[src/rtl/tdm_dbg_pkg.sv]
package tdm_dbg_pkg;

  // number of supported slicing modes: 1, 2 and 4 slices per word
  localparam int NUM_MODES = 3;
  localparam int SLC_W     = 2;

  typedef enum logic [1:0] {
    RATIO_ONE  = 2'd0,
    RATIO_TWO  = 2'd1,
    RATIO_FOUR = 2'd2,
    RATIO_ALT4 = 2'd3
  } ratio_e;

  // log2 of slices per word
  function automatic logic [1:0] mode_log2(input logic [1:0] code);
    case (ratio_e'(code))
      RATIO_ONE:  return 2'd0;
      RATIO_TWO:  return 2'd1;
      default:    return 2'd2;
    endcase
  endfunction

  // index of the final slice in a word
  function automatic logic [SLC_W-1:0] last_slice(input logic [1:0] lg);
    case (lg)
      2'd0:    return 2'd0;
      2'd1:    return 2'd1;
      default: return 2'd3;
    endcase
  endfunction

endpackage

[src/rtl/tdm_trig.sv]
module tdm_trig #(
  parameter int PROBE_W = 8
) (
  input  logic               clk,
  input  logic               rst_sn,
  input  logic               arm_i,
  input  logic               stb_i,
  input  logic [PROBE_W-1:0] probe_i,
  input  logic [PROBE_W-1:0] pat_i,
  input  logic [PROBE_W-1:0] mask_i,
  output logic               fired_o
);

  logic armed_q, armed_d;
  logic fired_q, fired_d;
  logic hit;

  assign hit = ((probe_i ^ pat_i) & mask_i) == '0;

  always_comb begin
    armed_d = armed_q;
    fired_d = fired_q;
    if (arm_i) begin
      armed_d = 1'b1;
      fired_d = 1'b0;
    end else if (stb_i && armed_q && hit) begin
      armed_d = 1'b0;
      fired_d = 1'b1;
    end
  end

  always_ff @(posedge clk or negedge rst_sn) begin
    if (!rst_sn) begin
      armed_q <= 1'b0;
      fired_q <= 1'b0;
    end else begin
      armed_q <= armed_d;
      fired_q <= fired_d;
    end
  end

  assign fired_o = fired_q;

  // fired state is sticky until re-armed
  p_fire_sticky_r3: assert property (@(posedge clk) disable iff (!rst_sn)
    fired_q && !arm_i |=> fired_q);

  // an arm pulse always clears the fired state
  p_arm_clears_r3: assert property (@(posedge clk) disable iff (!rst_sn)
    arm_i |=> !fired_q);

  // firing needs an armed search and a strobe
  p_fire_cause_r2: assert property (@(posedge clk) disable iff (!rst_sn)
    !fired_q && !(armed_q && stb_i) |=> !fired_q);

endmodule

[src/rtl/tdm_slicer.sv]
module tdm_slicer
  import tdm_dbg_pkg::*;
#(
  parameter int PROBE_W = 8
) (
  input  logic               clk,
  input  logic               rst_sn,
  input  logic               stb_i,
  input  logic [PROBE_W-1:0] probe_i,
  input  logic [1:0]         ratio_sel_i,
  output logic [PROBE_W-1:0] hold_o,
  output logic [1:0]         lg_o,
  output logic [SLC_W-1:0]   slc_o,
  output logic               busy_o
);

  logic [PROBE_W-1:0] hold_q;
  logic [1:0]         lg_q, lg_d;
  logic [SLC_W-1:0]   slc_q, slc_d;
  logic               busy_q, busy_d;

  // next-state for the slice sequencer
  always_comb begin
    lg_d   = lg_q;
    slc_d  = slc_q;
    busy_d = busy_q;
    if (stb_i) begin
      lg_d   = mode_log2(ratio_sel_i);
      slc_d  = '0;
      busy_d = 1'b1;
    end else if (busy_q) begin
      if (slc_q == last_slice(lg_q)) begin
        slc_d  = '0;
        busy_d = 1'b0;
      end else begin
        slc_d  = slc_q + 1'b1;
      end
    end
  end

  always_ff @(posedge clk or negedge rst_sn) begin
    if (!rst_sn) begin
      lg_q   <= '0;
      slc_q  <= '0;
      busy_q <= 1'b0;
    end else begin
      lg_q   <= lg_d;
      slc_q  <= slc_d;
      busy_q <= busy_d;
    end
  end

  // word holding register with explicit clock enable
  always_ff @(posedge clk or negedge rst_sn) begin
    if (!rst_sn) begin
      hold_q <= '0;
    end else if (stb_i) begin
      hold_q <= probe_i;
    end
  end

  assign hold_o = hold_q;
  assign lg_o   = lg_q;
  assign slc_o  = slc_q;
  assign busy_o = busy_q;

  // the slicing mode cannot move while a word is in flight
  p_ratio_locked_r8: assert property (@(posedge clk) disable iff (!rst_sn)
    !stb_i |=> $stable(lg_q));

  // the held word changes only at a strobe
  p_word_held_r9: assert property (@(posedge clk) disable iff (!rst_sn)
    !stb_i |=> $stable(hold_q));

  // the slice index stays inside the word
  p_slice_bound_r5: assert property (@(posedge clk) disable iff (!rst_sn)
    busy_q |-> (slc_q <= last_slice(lg_q)));

  // a strobe always restarts at slice zero
  p_restart_r10: assert property (@(posedge clk) disable iff (!rst_sn)
    stb_i |=> busy_q && slc_q == '0);

endmodule

[src/rtl/tdm_pinmux.sv]
module tdm_pinmux
  import tdm_dbg_pkg::*;
#(
  parameter int PROBE_W = 8
) (
  input  logic [PROBE_W-1:0] hold_i,
  input  logic [1:0]         lg_i,
  input  logic [SLC_W-1:0]   slc_i,
  input  logic               en_i,
  output logic [PROBE_W-1:0] pins_o,
  output logic               mark_o
);

  logic [PROBE_W-1:0] mode_data [NUM_MODES];
  logic [PROBE_W-1:0] pick;

  // one slice selector per slicing mode
  for (genvar m = 0; m < NUM_MODES; m++) begin : g_mode
    localparam int               SW       = PROBE_W >> m;
    localparam logic [SLC_W-1:0] IDX_MASK = SLC_W'((1 << m) - 1);
    logic [SLC_W-1:0] idx;
    assign idx = slc_i & IDX_MASK;
    always_comb begin
      mode_data[m]         = '0;
      mode_data[m][SW-1:0] = hold_i[int'(idx)*SW +: SW];
    end
  end

  always_comb begin
    pick = '0;
    for (int m = 0; m < NUM_MODES; m++) begin
      if (lg_i == 2'(m)) pick = mode_data[m];
    end
  end

  assign pins_o = en_i ? pick : '0;
  assign mark_o = en_i && (slc_i == '0);

endmodule

[src/rtl/tdm_dbg_serializer.sv]
module tdm_dbg_serializer
  import tdm_dbg_pkg::*;
#(
  parameter int PROBE_W = 8
) (
  input  logic               clk,
  input  logic               rst_n,
  input  logic [PROBE_W-1:0] probe_i,
  input  logic               smp_stb_i,
  input  logic [1:0]         ratio_sel_i,
  input  logic               trig_arm_i,
  input  logic [PROBE_W-1:0] trig_pat_i,
  input  logic [PROBE_W-1:0] trig_mask_i,
  output logic [PROBE_W-1:0] dbg_pins_o,
  output logic               dbg_mark_o,
  output logic               dbg_valid_o
);

  localparam int HALF_W = PROBE_W / 2;

  // reset: asserted asynchronously, released after two clocks
  logic [1:0] rst_pipe_q;
  logic       rst_sn;

  always_ff @(posedge clk or negedge rst_n) begin
    if (!rst_n) rst_pipe_q <= 2'b00;
    else        rst_pipe_q <= {rst_pipe_q[0], 1'b1};
  end
  assign rst_sn = rst_pipe_q[1];

  logic               fired;
  logic [PROBE_W-1:0] hold;
  logic [1:0]         lg;
  logic [SLC_W-1:0]   slc;
  logic               busy;
  logic               stream_en;

  tdm_trig #(.PROBE_W(PROBE_W)) u_trig (
    .clk     (clk),
    .rst_sn  (rst_sn),
    .arm_i   (trig_arm_i),
    .stb_i   (smp_stb_i),
    .probe_i (probe_i),
    .pat_i   (trig_pat_i),
    .mask_i  (trig_mask_i),
    .fired_o (fired)
  );

  tdm_slicer #(.PROBE_W(PROBE_W)) u_slicer (
    .clk         (clk),
    .rst_sn      (rst_sn),
    .stb_i       (smp_stb_i),
    .probe_i     (probe_i),
    .ratio_sel_i (ratio_sel_i),
    .hold_o      (hold),
    .lg_o        (lg),
    .slc_o       (slc),
    .busy_o      (busy)
  );

  assign stream_en = fired && busy;

  tdm_pinmux #(.PROBE_W(PROBE_W)) u_pinmux (
    .hold_i (hold),
    .lg_i   (lg),
    .slc_i  (slc),
    .en_i   (stream_en),
    .pins_o (dbg_pins_o),
    .mark_o (dbg_mark_o)
  );

  assign dbg_valid_o = stream_en;

  // the cycle after a strobe always opens a word with the marker
  p_first_slice_r7: assert property (@(posedge clk) disable iff (!rst_sn)
    $past(smp_stb_i) && dbg_valid_o |-> dbg_mark_o);

  // with the trigger unfired, the pins stay quiet
  p_quiet_unfired_r4: assert property (@(posedge clk) disable iff (!rst_sn)
    !fired |-> dbg_pins_o == '0 && !dbg_mark_o && !dbg_valid_o);

  // in two-slice mode the upper pins carry nothing
  p_narrow_two_r5: assert property (@(posedge clk) disable iff (!rst_sn)
    dbg_valid_o && lg == 2'd1 |-> dbg_pins_o[PROBE_W-1:HALF_W] == '0);

  // with no new strobe, a single-slice word occupies exactly one cycle
  p_single_drop_r10: assert property (@(posedge clk) disable iff (!rst_sn)
    dbg_valid_o && lg == 2'd0 && !smp_stb_i |=> !dbg_valid_o);

endmodule

[config.mk]
export PLATFORM = sky130hd
export DESIGN_NAME = tdm_dbg_serializer
export DESIGN_NICKNAME = d
export VERILOG_FILES = /design/src/rtl/tdm_dbg_pkg.sv /design/src/rtl/tdm_trig.sv /design/src/rtl/tdm_slicer.sv /design/src/rtl/tdm_pinmux.sv /design/src/rtl/tdm_dbg_serializer.sv
export SDC_FILE = /design/constraint.sdc
export NUM_CORES = 1
export LEC_CHECK = 0
export BUFFER_PORTS_ARGS = -buffer_cell sky130_fd_sc_hd__buf_2
export CAP_MARGIN = 20
export CORE_AREA = 8 8 56 58
export DETAILED_ROUTE_END_ITERATION = 8
export DIE_AREA = 0 0 64 66
export PLACE_DENSITY = 0.75
export SYNTH_ARGS = -nofsm -noshare
export SYNTH_HDL_FRONTEND = slang
export SYNTH_HIERARCHICAL = 1
export SYNTH_SLANG_ARGS = --single-unit
[constraint.sdc]
create_clock -name clk -period 2 [get_ports clk]
set_input_delay 0.5 -clock clk [delete_from_list [all_inputs] [get_ports clk]]
set_output_delay 0.5 -clock clk [all_outputs]
set_load 0.03 [all_outputs]
Word level (Yosys, flattened, before mapping)
Cells that the tools add are included.

Flip-flop bits (word level): 17. Input port bits: 30. Output and inout bits: 10. Word-level logic and storage cells: 44.

Add/sub/neg operators: 1. Eq/ne operators: 4. Shift operators: 2. Mux-type cells: 18. Bitwise operators: 2. Reduce and logical (&&, ||, !) cells: 10.

Operators with widths (count): $mux 8 (4); $mux 2 (5); $and 8x8->8 (1); $logic_not 8->1 (1); $pmux 2 s2 (2); $shiftx 8x4->2 (1); $shiftx 8x4->4 (1); $xor 8x8->8 (1); $mux 1 (7); $logic_not 2->1 (3); $eq 2x1->1 const B (2); $logic_and 1x1->1 (4); $reduce_bool 2->1 (2); $add 2x1->2 const B (1); $eq 2x2->1 (1); $eq 2x2->1 const B (1).

Logic depth before layout (Yosys ltp)
Depth after elaboration: 8. Gate-level depth with buffers: 4. Depth with buffers taken out: 4.

Cells and area by module
The synthesis kept the hierarchy.

By module, submodules not included: tdm_slicer (instances 1, cells an instance 40, area an instance 559.3 um^2, seq. area each 325.3 um^2); tdm_pinmux (instances 1, cells an instance 29, area an instance 220.2 um^2, seq. area each 0.0 um^2); tdm_trig (instances 1, cells an instance 19, area an instance 181.4 um^2, seq. area each 50.0 um^2); tdm_dbg_serializer (instances 1, cells an instance 4, area an instance 60.1 um^2, seq. area each 50.0 um^2).

Least setup slack after synthesis
No wires, ideal clock.

Path kind: flip-flop to output port. Start point: reg u_slicer.busy_q (netlist: u_slicer/busy_o). End point: out dbg_mark_o. Arrival: 1.525 ns. Required time: 1.500 ns. Setup slack: -0.025 ns. Cell stages (with the launch flop): 3. Buffers on the path: 0. Cell sequence: dfrtp_1 > and2_1 > nor3b_1.

Longest elaborated chain between the ends: 2.

Ends and longest elaborated chain: from (decl) (RTL line tdm_slicer.sv:20) `logic busy_q, busy_d;`; from (signal assigned) (RTL line tdm_slicer.sv:49) `busy_q <= busy_d;`; $logic_and 1x1->1 (RTL line tdm_dbg_serializer.sv:61) `assign stream_en = fired && busy;`; net dbg_valid_o (RTL line tdm_dbg_serializer.sv:16) `output logic dbg_valid_o`; $logic_and 1x1->1 (RTL line tdm_pinmux.sv:37) `assign mark_o = en_i && (slc_i == '0);`; to (decl) (RTL line tdm_dbg_serializer.sv:15) `output logic dbg_mark_o,`.

The timed path passes the listed nets, and every way through them passes these cells.

Final worst setup path
Start point: reg u_slicer.slc_q[0] (netlist: u_slicer/slc_o[0]). End point: out dbg_pins_o[0].

Longest elaborated chain between the ends: 4. Elaborated cells between the ends (all ways): 5. Classes of those cells: shift (2); mux (3).

Ends and longest elaborated chain: from (decl) (RTL line tdm_slicer.sv:19) `logic [SLC_W-1:0] slc_q, slc_d;`; from (signal assigned) (RTL line tdm_slicer.sv:48) `slc_q <= slc_d;`; $shiftx 8x4->4 (RTL line tdm_pinmux.sv:25) `mode_data[m][SW-1:0] = hold_i[int'(idx)*SW +: SW];`; $mux 8 (RTL line tdm_pinmux.sv:32) `if (lg_i == 2'(m)) pick = mode_data[m];`; $mux 8 (*) (RTL line tdm_pinmux.sv:32); $mux 8 (*) (RTL line tdm_pinmux.sv:36) `assign pins_o = en_i ? pick : '0;`; to (decl) (RTL line tdm_dbg_serializer.sv:14) `output logic [PROBE_W-1:0] dbg_pins_o,`.

Every way passes the cells marked *; elsewhere a longest branch is shown, timed or not.

==> impl_metrics.env <==
export IMPL_ys_warn_count=6
export IMPL_period_share_pct=110
export IMPL_yosysSeqAreaShare_pct=41.7
export IMPL_grt_pass1_vias=922
export IMPL_grt_overflow_total=0
export IMPL_numPortBuffers=39
export IMPL_remaining_drc_errors=0
export IMPL_period_needed_ns=2.20
export IMPL_core_um2=2320
export IMPL_rows=18
export IMPL_initial_core_util_pct=44.0
export IMPL_hpwlAfterDp_um=1960
export IMPL_synth_compound_area_share_pct=11.9
export IMPL_synth_edf_count=0
export IMPL_arrival_ns=1.70
export IMPL_path_class="reg -> out"
export IMPL_swShare_pct=31.0
export IMPL_rsz0062_at_grt="yes"
export IMPL_synth_top_family_by_area="simple AND/OR/NAND/NOR gates"
export IMPL_outcome="finished, violations left"
export IMPL_placed_area_um2=1230
export IMPL_firstDrtPassIters=4
export IMPL_slew_violations=0
export IMPL_async_reset_ff_share_pct=100
export IMPL_power_frac_seq_pct=49.0
export IMPL_synth_net_count=122
export IMPL_drtIter0Drc=45
export IMPL_worst_slew_pin_slew_ns=0.608
export IMPL_synth_seq_cells=17
export IMPL_syn_avg_cell_area_um2=11.1
export IMPL_hold_path_class="reg -> async"
export IMPL_worst_setup_path_start_kind="register"
export IMPL_critical_path_max_stage_delay_ns=0.52
export IMPL_die_h_um=66
export IMPL_finalHoldViolCount=0
export IMPL_layout_nets=172
export IMPL_cts_tree="done"
export IMPL_clock_fmax_mhz=455
export IMPL_synth_ff_type="dfrtp_1"
export IMPL_fin_area_um2=1350
export IMPL_ys_types=30
export IMPL_setup_viol=2
export IMPL_insertion_delay_ns=0.29
export IMPL_cp_end_kind="primary output"
export IMPL_leakage_nw=0.638
export IMPL_power_density_nw_per_um2=669
export IMPL_area_growth_pct=32.4
export IMPL_drt_wl_total_um=2610
export IMPL_die_area_um2=4220
export IMPL_fin_worst_skew_ns=0.00686
export IMPL_synthSimpleGateAreaFrac_pct=18.1
export IMPL_ant_nets=0
export IMPL_syn_area_um2=1020
export IMPL_die_width_um=64
export IMPL_worstRegToRegCells=2
export IMPL_antenna_found_initial=0
export IMPL_synthXorXnorAreaFrac_pct=7.72
export IMPL_gp_congestion=0.797
export IMPL_fin_hold_ws_ns=0.248
export IMPL_cts_sinks=17
export IMPL_antenna_cells=0
export IMPL_relSlewSlack_pct=59.5
export IMPL_drv_cap=0
export IMPL_violations="setup timing"
export IMPL_grt_pass1_wl_um=4240
export IMPL_grt_max_degree=19
export IMPL_drive_gt1_share_pct=48.9
export IMPL_cts_htree_levels=1
export IMPL_clockBufferDepth=2
export IMPL_synth_adder_area_share_pct=0
export IMPL_worst_path_max_fanout=5
export IMPL_p_int_uw=624
export IMPL_crit_chain="mux4_2 > o311a_1 > buf_6"
export IMPL_placed_cells=160
export IMPL_setup_ws_ns=-0.200
export IMPL_numCtsBuffers=3
export IMPL_multiInputGateArea_um2=558
export IMPL_wire_per_inst_um=15.3
export IMPL_clock_power_share_pct=19.9
export IMPL_viasPerCell=5.20
export IMPL_cts_root_buf="clkbuf_4"
export IMPL_comb_power_share_pct=31.1
export IMPL_synth_mux_area_share_pct=14.3
export IMPL_irDropWorstVdd_mv=0.471
export IMPL_vias=890
export IMPL_final_cells=171
export IMPL_io_pins=40
export IMPL_crit_path_top_delay_cell="mux4_2"
export IMPL_p_switching_uw=281
export IMPL_nFillCells=209
export IMPL_worstPathRequired_ns=1.50
export IMPL_postSynthCellCount=92
export IMPL_track_usage_pct=12.5
export IMPL_regArea_um2=428
export IMPL_clkSlewWorstSetupHoldPaths_ns=0.10
-- power by group through the flow --
stage               sequential [mW]  combinational (mW)  clock (mW)
floorplan                     0.433               0.180           0
global placement              0.452               0.226           0
detailed placement            0.456               0.233           0
CTS                           0.444               0.260       0.190
global route                  0.454               0.304       0.212
finish                        0.443               0.281       0.180
-- cells in the mapped netlist, drive strengths merged, types with 3 or more instances --
master	instances	area share [%]
dfrtp	17	42
mux2	9	9.9
xor2	8	6.9
and2	6	3.7
nand2	5	1.8
nor2	5	1.8
buf	4	4.8
nand2b	4	2.5
inv	3	1.1
nand3	3	1.5
o22ai	3	1.8
-- cell usage in the layout (no fill, tap or decap), types with 2 or more instances in the layout --
cell and n:
nor2_1 4, nand2_1 5, nor4_1 2, and2_1 5, o311a_1 2, nand3_1 3
mux4_2 2, mux2_2 9, clkbuf_4 4, buf_4 10, inv_1 3, a21oi_1 2
buf_6 2, nand4b_1 2, xor2_1 8, buf_2 35, dfrtp_1 15, dfrtp_2 2
nand2b_1 3, o221ai_1 2, a22oi_1 2, o22ai_1 3
-- logic make-up after synthesis --
logic type      after synthesis
simple gates                 32
flops                        17
compound gates               15
mux                          11
xor+xnor                      9
buf+inv                       7
other cells                   1
-- per-layer routing --
layer / vias to the layer above / track usage [%] / wire, um
met3: 2 / 3.73 / 114
met4: 0 / 5.85 / 23
met5: - / 0 / 0
met2: 18 / 22.0 / 1390
li1: 434 / - / -
met1: 436 / 13.6 / 1080
-- what timing repair did --
action                     4_1_cts  5_1_grt
setup endpoints to repair        6        8
resized for setup                9        4
hold endpoints to repair         2        0
pin swaps                        0        1
hold buffers                     1        0
buffers inserted                 2        4
-- worst paths after layout --
kind	start	end	slack (ns)
max in group asynchronous	rst_pipe_q[1]	u_slicer/lg_o[1]	1.32
max	u_slicer/slc_o[0]	dbg_pins_o[0]	-0.20
max reg2reg	u_slicer/lg_o[0]	u_slicer/slc_o[0]	0.86
min	rst_pipe_q[1]	u_trig/fired_o	0.25
min in group clk	rst_pipe_q[0]	rst_pipe_q[1]	0.37
min reg2reg	rst_pipe_q[1]	u_trig/fired_o	0.25
-- registers in the layout, summed over array words and instances, names as in the netlist --
register and cells:
u_trig/armed_q 1, u_trig/fired_o 1, u_slicer/slc_o 2, u_slicer/busy_o 1
u_slicer/lg_o 2, rst_pipe_q 2, u_slicer/hold_o 8
-- worst max-delay path, delay by kind of cell (launching register included) --
family / cells / cell delay, ns
mux: 1 / 0.52
compound gates: 1 / 0.32
buf+inv: 1 / 0.15
flops: 1 / 0.43
-- stage by stage --
step,worst slack (ns),util (%),TNS (ns),power (mW)
global placement,0.0834,53.1,0,0.677
global route,-0.274,58.3,-0.753,0.969
CTS,-0.194,56.3,-0.380,0.895
detailed placement,0.0329,53.1,0,0.689
floorplan,0.0295,-,0,0.613
finish,-0.200,58.3,-0.375,0.904
-- area by class of cell --
cell class	instances	share of cell area, %
flip-flops and latches	17	31.7
clock buffers	4	1.94
repair buffers	49	21.5
inverters	3	0.833
multi-input cells	68	41.3
well taps	30	2.78
Power figures use the tool's default switching activity.
